## config.mk

```make
export PLATFORM = sky130hd
export DESIGN_NAME = bmr_regfile
export DESIGN_NICKNAME = d
export VERILOG_FILES = /design/src/rtl/bmr_pkg.sv /design/src/rtl/bmr_chan.sv /design/src/rtl/bmr_mode.sv /design/src/rtl/bmr_regfile.sv
export SDC_FILE = /design/constraint.sdc
export NUM_CORES = 1
export LEC_CHECK = 0
export ABC_AREA = 1
export BUFFER_PORTS_ARGS = -buffer_cell sky130_fd_sc_hd__buf_2
export CORE_MARGIN = 10
export CORE_UTILIZATION = 49
export DETAILED_ROUTE_END_ITERATION = 10
export GPL_TIMING_DRIVEN = 0
export PLACE_DENSITY = 0.74
export RECOVER_POWER = 50
export SYNTH_ARGS = -nofsm -noshare
export SYNTH_HDL_FRONTEND = slang
export SYNTH_SLANG_ARGS = --single-unit
```

## constraint.sdc

```tcl
create_clock -name clk -period 0.8 [get_ports clk]
set_input_delay 0 -clock clk [delete_from_list [all_inputs] [get_ports clk]]
set_output_delay 0 -clock clk [all_outputs]
set_load 0.005 [all_outputs]
```

## src/rtl/bmr_pkg.sv

```systemverilog
package bmr_pkg;
    localparam int BMR_DW   = 8;
    localparam int BMR_CH   = 2;
    localparam int BMR_CH_W = (BMR_CH > 1) ? $clog2(BMR_CH) : 1;
    localparam int BMR_AW   = BMR_CH_W + 3;

    // bit positions that software decodes
    localparam int PEND_LSB  = 2;
    localparam int BLK_LSB   = 4;
    localparam int ST_ACT    = 0;
    localparam int ST_ERR    = 1;
    localparam int ST_INT    = 2;
    localparam int ST_KEEP_L = 5;
    localparam int ST_KEEP_W = 2;
    localparam int CMD_START = 0;
    localparam logic [BMR_DW-1:0] CMD_MASK = 8'h09;

    typedef enum logic [1:0] {
        REG_CMD  = 2'd0,
        REG_MODE = 2'd1,
        REG_STAT = 2'd2,
        REG_TIM  = 2'd3
    } reg_sel_e;

    typedef enum logic {
        XFER_IDLE = 1'b0,
        XFER_BUSY = 1'b1
    } xfer_state_e;
endpackage

```

## src/rtl/bmr_chan.sv

```systemverilog
module bmr_chan
    import bmr_pkg::*;
(
    input  logic              clk,
    input  logic              rst_n,
    input  logic              wr_cmd,
    input  logic              wr_stat,
    input  logic              wr_tim,
    input  logic [BMR_DW-1:0] wdata,
    input  logic              set_act,
    input  logic              set_err,
    input  logic              set_int,
    output logic [BMR_DW-1:0] cmd_q,
    output logic [BMR_DW-1:0] stat_q,
    output logic [BMR_DW-1:0] tim_q
);
    xfer_state_e          st_q, st_d;
    logic                 halt_req;
    logic                 err_q, int_q;
    logic [ST_KEEP_W-1:0] keep_q;

    assign halt_req = wr_cmd & ~wdata[CMD_START];

    // state register
    always_ff @(posedge clk or negedge rst_n) begin
        if (!rst_n) st_q <= XFER_IDLE;
        else        st_q <= st_d;
    end

    // next state: GO on engine strobe, HALT on stop unless strobe wins
    always_comb begin
        st_d = st_q;
        unique case (st_q)
            XFER_IDLE: if (set_act)              st_d = XFER_BUSY;
            XFER_BUSY: if (halt_req && !set_act) st_d = XFER_IDLE;
            default:                             st_d = XFER_IDLE;
        endcase
    end

    always_ff @(posedge clk or negedge rst_n) begin
        if (!rst_n) begin
            cmd_q  <= '0;
            tim_q  <= '0;
            err_q  <= 1'b0;
            int_q  <= 1'b0;
            keep_q <= '0;
        end else begin
            if (wr_cmd)  cmd_q  <= wdata & CMD_MASK;
            if (wr_tim)  tim_q  <= wdata;
            if (wr_stat) keep_q <= wdata[ST_KEEP_L +: ST_KEEP_W];
            err_q <= set_err | (err_q & ~(wr_stat & wdata[ST_ERR]));
            int_q <= set_int | (int_q & ~(wr_stat & wdata[ST_INT]));
        end
    end

    // output assembly
    always_comb begin
        stat_q                          = '0;
        stat_q[ST_ACT]                  = (st_q == XFER_BUSY);
        stat_q[ST_ERR]                  = err_q;
        stat_q[ST_INT]                  = int_q;
        stat_q[ST_KEEP_L +: ST_KEEP_W]  = keep_q;
    end
endmodule

```

## src/rtl/bmr_mode.sv

```systemverilog
module bmr_mode
    import bmr_pkg::*;
(
    input  logic              clk,
    input  logic              rst_n,
    input  logic              wr_blk,
    input  logic [BMR_DW-1:0] wdata,
    input  logic [BMR_CH-1:0] chan_irq,
    output logic [BMR_DW-1:0] mode_q,
    output logic              irq_out
);
    logic [BMR_CH-1:0] pend_q, blk_q, chan_req;

    for (genvar n = 0; n < BMR_CH; n++) begin : g_ch
        always_ff @(posedge clk or negedge rst_n) begin
            if (!rst_n) begin
                pend_q[n] <= 1'b0;
                blk_q[n]  <= 1'b0;
            end else begin
                pend_q[n] <= chan_irq[n];
                if (wr_blk) blk_q[n] <= wdata[BLK_LSB + n];
            end
        end
        assign chan_req[n] = pend_q[n] & ~blk_q[n];
    end

    assign irq_out = |chan_req;

    always_comb begin
        mode_q                       = '0;
        mode_q[PEND_LSB +: BMR_CH]   = pend_q;
        mode_q[BLK_LSB  +: BMR_CH]   = blk_q;
    end
endmodule

```

## src/rtl/bmr_regfile.sv

```systemverilog
module bmr_regfile
    import bmr_pkg::*;
(
    input  logic              clk,
    input  logic              rst_n,
    input  logic              wr_en,
    input  logic [BMR_AW-1:0] addr,
    input  logic [BMR_DW-1:0] wdata,
    output logic [BMR_DW-1:0] rdata,
    input  logic [BMR_CH-1:0] chan_irq,
    input  logic [BMR_CH-1:0] dma_set_act,
    input  logic [BMR_CH-1:0] dma_set_err,
    input  logic [BMR_CH-1:0] dma_set_int,
    output logic              irq_out
);
    logic [BMR_CH_W-1:0]           ch_sel;
    logic                          hi_half;
    reg_sel_e                      sel;
    logic [BMR_DW-1:0]             mode_q;
    logic [BMR_CH-1:0][BMR_DW-1:0] cmd_q, stat_q, tim_q;
    logic                          wr_blk;

    assign ch_sel  = addr[BMR_AW-1:3];
    assign hi_half = addr[2];
    assign sel     = reg_sel_e'(addr[1:0]);
    assign wr_blk  = wr_en & ~hi_half & (sel == REG_MODE);

    for (genvar n = 0; n < BMR_CH; n++) begin : g_chan
        logic hit;
        assign hit = wr_en & ~hi_half & (ch_sel == BMR_CH_W'(n));
        bmr_chan u_chan (
            .clk     (clk),
            .rst_n   (rst_n),
            .wr_cmd  (hit & (sel == REG_CMD)),
            .wr_stat (hit & (sel == REG_STAT)),
            .wr_tim  (hit & (sel == REG_TIM)),
            .wdata   (wdata),
            .set_act (dma_set_act[n]),
            .set_err (dma_set_err[n]),
            .set_int (dma_set_int[n]),
            .cmd_q   (cmd_q[n]),
            .stat_q  (stat_q[n]),
            .tim_q   (tim_q[n])
        );
    end

    bmr_mode u_mode (
        .clk      (clk),
        .rst_n    (rst_n),
        .wr_blk   (wr_blk),
        .wdata    (wdata),
        .chan_irq (chan_irq),
        .mode_q   (mode_q),
        .irq_out  (irq_out)
    );

    always_comb begin
        rdata = '0;
        if (!hi_half) begin
            unique case (sel)
                REG_CMD:  rdata = cmd_q[ch_sel];
                REG_MODE: rdata = mode_q;
                REG_STAT: rdata = stat_q[ch_sel];
                REG_TIM:  rdata = tim_q[ch_sel];
                default:  rdata = '0;
            endcase
        end
    end
endmodule

```

# Word level (Yosys, flattened, before mapping)
# Cells that the tools add are included.
# totals
out_inout_bits	9
input_bits	23
ff_bits	34
word_cells	77
# classes
muxes	14
reduce_logical	6
n_lt_le_gt_ge	1
n_bitwise	37
eq_ne	3
# ops
cell	count
$mux W8	5
$pmux W8 S4	1
$and A1 B1 Y1	22
$not A1 Y1	11
$mux W7	1
$eq A2 B2 Y1 const B	2
$mux W1	4
$mux W4	1
$or A1 B1 Y1	4
$pmux W1 S2	2
$eq A2 B1 Y1 const B	1
$logic_and A1 B1 Y1	2
$logic_not A1 Y1	2
$logic_not A2 Y1	1
$lt A1 B2 Y1 const B	1
$reduce_or A2 Y1	1

# Depth between registers and ports, before layout
# logic_depth
word_depth	8
mapped_depth	7
depth_no_buf	7

# Modules after synthesis
# Synthesis repeated with hierarchy kept, for this count alone.
# unflattened
cells_unflattened	336
area_unflattened_um2	2239.6
# by_module_without_submodules
mod	area_each_um2	cells_per_inst	seq_area_each_um2	n_inst
bmr_chan	671.9	76	375.4	2
bmr_regfile	716.9	163	0.0	1
bmr_mode	178.9	21	100.1	1

# Worst setup path before layout
# OpenSTA, ideal clock, no wires.
# synth_path
path_kind	input port to flip-flop
from	input port addr[3]
to	register g_chan[0].u_chan.tim_q[0]
slack_ps	41
required_time_ps	680
t_arrival_ps	639
path_buffers	1
stages	5
setup_ps	120
path_cell_list	nor3_4 -> nand2_4 -> buf_6 -> nand2_2 -> o21ai_2
# synth_via
elab_chain_len	3
# synth_rtl
item	line_no	source
start: declaration	bmr_regfile.sv:7	input logic [BMR_AW-1:0] addr,
$not A1 Y1	bmr_regfile.sv:30	assign hit = wr_en & ~hi_half & (ch_sel == BMR_CH_W'(n));
$and A1 B1 Y1	bmr_regfile.sv:30	
$and A1 B1 Y1	bmr_regfile.sv:36	.wr_tim (hit & (sel == REG_TIM)),
end signal: assignment	bmr_chan.sv:49	if (wr_tim) tim_q <= wdata;
end: declaration	bmr_chan.sv:15	output logic [BMR_DW-1:0] tim_q
# Every way passes these cells.
# A chain may end at the register's enable or synchronous reset.

# Final worst setup path
# layout_path
from	register g_chan[1].u_chan.tim_q[5]
to	output port rdata[5]
# layout_via
elab_chain_len	4
# layout_rtl
item	line_no	source
start: declaration	bmr_chan.sv:15	
start signal: assignment	bmr_chan.sv:49	
$mux W8 (not written as such) (2 in series)	bmr_regfile.sv:64	REG_TIM: rdata = tim_q[ch_sel];
$pmux W8 S4	bmr_regfile.sv:60	unique case (sel)
$mux W8	bmr_regfile.sv:59	if (!hi_half) begin
end: declaration	bmr_regfile.sv:9	output logic [BMR_DW-1:0] rdata,
# Every way passes these cells. The select of a mux whose other input is x is not followed.

==> summary.md <==
| Metric | Value |
|---|---|
| Cell Int Power | 0.003305 W |
| Floorplan die area | 6370 µm² |
| Category of the most critical setup path | reg2out |
| Clock Sink Count | 34 |
| Clock share of power | 28.1% |
| Predominant post-synthesis flop cell | sky130_fd_sc_hd__dfrtp_1 |
| Initial Utilization | 51.72% |
| Worst hold margin | -262.0 ps |
| H-Tree Level Count | 2 |
| Number of enable flip-flop cells after synthesis | 0 |
| Yosys warning total | 0 |
| Fin util | 71.47% |
| Yosys reg bits | 34 |
| Leading cell types by count after synthesis | sky130_fd_sc_hd__nand2_1, sky130_fd_sc_hd__dfrtp_1, sky130_fd_sc_hd__inv_1, sky130_fd_sc_hd__nor2_1, sky130_fd_sc_hd__nand3_1 |
| Number of antenna violations at the first check in global routing | 0 |
| Largest net degree at the start of global routing | 35 |
| Synth top area cells | sky130_fd_sc_hd__dfrtp_1, sky130_fd_sc_hd__nand2_1, sky130_fd_sc_hd__inv_1, sky130_fd_sc_hd__o21ai_2, sky130_fd_sc_hd__nand3_1 |
| Highest attainable clock frequency | 817.7 MHz |
| Mean post-synth cell area | 7.896 µm² |
| Aggregate global routing overflow | 0 |
| Pins over their slew limit | 0 |
| Max-capacitance violation count | 0 |
| Period utilisation layout | 152.9% |
| Total track usage | 15.44% |
| Data required, critical path | 800 ps |
| Switching Share | 28.62% |
| Clock latency reported for the late side of the worst-skew pair | 340 ps |
| Worst clock skew | 0 ps |
| Number of global-route vias before repair | 1652 |
| Run status | complete, but fails checks |
| Unique cell type count in the Yosys netlist | 22 |
| Area share of the largest cell type after synthesis | 48.54% |
| Clock transition at the registers of the reported paths | 110 ps |
| Cell at the root of the clock tree | sky130_fd_sc_hd__clkbuf_4 |
| Synth Instances | 222 |
| Wire length of the first global-routing pass | 7838 µm |
| Final-report setup violation count | 10 |
| Antenna-violating nets left | 0 |
| Area grow syn2layout | 38.19% |
| Site row count | 21 |
| Overall power consumption | 0.004630 W |
| Library cell with the largest summed area after synthesis | sky130_fd_sc_hd__dfrtp_1 |
| Hold buffer count at CTS | 16 |
| Most common cell in the netlist | sky130_fd_sc_hd__nand2_1 |
| Synthesized area | 1753 µm² |
| Sequential-to-total area share from yosys stat | 48.54% |
| Final Hold Violating Endpoints | 34 |
| Number of remaining DRC errors | 0 |
| Number of design-rule violations left by the first detailed-router iteration | 168 |
| Startpoint types | flip-flop |
| Largest buffer count on any clock path | 2 |
| Total half-perimeter wirelength after legalization and detailed placement | 3098 µm |
| Count of inserted antenna diode cells | 0 |
| Critical R2R Launch | g_chan[1].u_chan.st_q |
| Ratio of cells with drive above 1 in the final layout | 33.56% |
| Slew at the pin closest to its max-slew limit | 848.5 ps |
| Net switching power of the design | 0.001325 W |
| Total negative slack | -3239 ps |
| Worst slack at placement | -344.6 ps |
| Buffers added on ports | 31 |
| Total wire length after detailed routing | 4838 µm |
| Crit end category | primary output |
| Via density per instance | 4.865 |
| Number of ports placed on the die boundary | 32 |
| Die Height | 79.81 µm |
| VDD IR max | 1079 µV |
| Proportion of synthesized flip-flops having asynchronous set or reset | 100.0% |
| Crit-path max FO | 2 |
| RSZ-0062 raised after global routing | true |
| Number of vias in the routed layout | 1659 |
| Worst slew margin relative to its limit | 43.43% |
| Horizontal die dimension | 79.81 µm |
| Combinational cell fraction of total power | 24.9% |
| Class of the most critical hold timing path | in2async |
| End of the worst register-to-register path | g_chan[1].u_chan.st_q |
| Core Box Area | 3390 µm² |
| Clock buffers created by TritonCTS | 5 |
| Reg2reg setup slack | -10 ps |
| Cell depth of the worst flop-to-flop path | 3 |
| Average wire per cell in the routed design | 14.19 µm |
| Synthesized netlist net count | 245 |
| Final setup slack of the worst path | -423.0 ps |
| Min Tclk post-route | 1223 ps |
| Count of nets after finishing | 318 |
| GP Congestion | 0.8019 |
| CTS tree | built |
| Critical Path AT | 1220 ps |
| Number of iterations in the first detailed-routing pass | 4 |
| Pwr per Cell Area | 1911 nW/µm² |
| Leakage power | 1.294 nW |
| Sequential power share | 46.9% |
| Failing checks | negative hold slack, negative setup slack |
[worst max-delay path by stage]
stage	cells past startpoint	slack, ps	from	to
2_1_floorplan	5	40	addr[3]	g_chan[0].u_chan.tim_q[0]
3_3_place_gp	6	-320	addr[2]	g_chan[0].u_chan.tim_q[0]
3_5_place_dp	6	-340	addr[2]	g_chan[0].u_chan.tim_q[0]
4_1_cts	7	-400	g_chan[0].u_chan.st_q	rdata[0]
5_1_grt	7	-500	g_chan[1].u_chan.st_q	rdata[0]
6_report	7	-420	g_chan[1].u_chan.tim_q[5]	rdata[5]
[registers in the layout, summed over array words and instances, names as in the netlist]
register / flops
g_chan.u_chan.tim_q: 16
g_chan.u_chan.cmd_q: 4
g_chan.u_chan.keep_q: 4
u_mode.mode_q: 4
g_chan.u_chan.err_q: 2
g_chan.u_chan.int_q: 2
g_chan.u_chan.st_q: 2
[metrics by stage]
| step | cells | hold slack, ps | instance area (µm²) |
|---|---|---|---|
| after global placement | 299 | 110.4 | 1966 |
| after detailed placement | 299 | 112.6 | 1966 |
| after CTS | 329 | -257.9 | 2262 |
| final | 341 | -262.0 | 2422 |
| after floorplan | 222 | -295.6 | 1753 |
| after global routing | 341 | -200.6 | 2422 |
[cell families (layout without fill, tap and decap cells)]
group,count (synthesis),after routing,synth area share (%)
compound gates,35,35,12.71
buf+inv,40,113,10.28
flops,34,34,48.54
simple gates,113,113,28.48
[power groups by stage]
stage                     Combinational [W]  Sequential (W)  Clock, W
after floorplan                    0.000565         0.00215         0
after global placement             0.000787         0.00218         0
after detailed placement           0.000816         0.00219         0
after CTS                          0.000998         0.00216   0.00131
after global routing                0.00130         0.00220   0.00138
final                               0.00115         0.00217   0.00130
[layout by cell type, fill, tap and decap left out, types with 2 or more instances in the layout]
cell type and n:
sky130_fd_sc_hd__nor3_1 2, sky130_fd_sc_hd__a21oi_2 3, sky130_fd_sc_hd__inv_1 27, sky130_fd_sc_hd__nor2_2 2
sky130_fd_sc_hd__inv_2 9, sky130_fd_sc_hd__clkbuf_4 5, sky130_fd_sc_hd__buf_2 30, sky130_fd_sc_hd__o21ai_1 5
sky130_fd_sc_hd__dlygate4sd3_1 16, sky130_fd_sc_hd__a21oi_1 6, sky130_fd_sc_hd__o211ai_1 3, sky130_fd_sc_hd__dfrtp_1 34
sky130_fd_sc_hd__nand2_2 5, sky130_fd_sc_hd__nand2_1 72, sky130_fd_sc_hd__nor2_4 4, sky130_fd_sc_hd__o21ai_0 5
sky130_fd_sc_hd__nand3_1 13, sky130_fd_sc_hd__o21bai_1 2, sky130_fd_sc_hd__buf_6 6, sky130_fd_sc_hd__nor2_1 10
sky130_fd_sc_hd__buf_4 16, sky130_fd_sc_hd__o21ai_2 10
[worst max-delay path: stages, from the launching register on]
cell and delay (ps):
sky130_fd_sc_hd__dfrtp_1 420, sky130_fd_sc_hd__nand2_1 60, sky130_fd_sc_hd__nand2_1 50, sky130_fd_sc_hd__nand2_1 60, sky130_fd_sc_hd__nand3_1 60, sky130_fd_sc_hd__nand2_1 60
sky130_fd_sc_hd__inv_1 40, sky130_fd_sc_hd__buf_2 110
[layer usage]
layer / routed length [µm] / up-vias / GRT usage (%)
met3: 396 / 10 / 5.180
met4: 76 / 0 / 6.866
met2: 2312 / 59 / 23.30
met5: 0 / - / 0
li1: - / 839 / -
met1: 2053 / 751 / 19.51
[what timing repair did]
action                                 4_1_cts  5_1_grt
cloned                                       0        0
pin swaps                                    4       11
resized for setup                            5       21
endpoints found under the hold margin       60       34
setup endpoints to repair                    9       23
setup buffers                                7       15
[layout make-up]
type,count,area (µm²)
fillers,256,967.2
flip-flops and latches,34,850.8
multi-input cells,148,774.5
repair buffers,66,478.0
inverters,36,135.1
well taps,46,57.56
clock buffers,6,51.30
plain buffers,4,45.04
clock inverters,1,30.03
No activity file was read; power rests on OpenSTA's default activity.
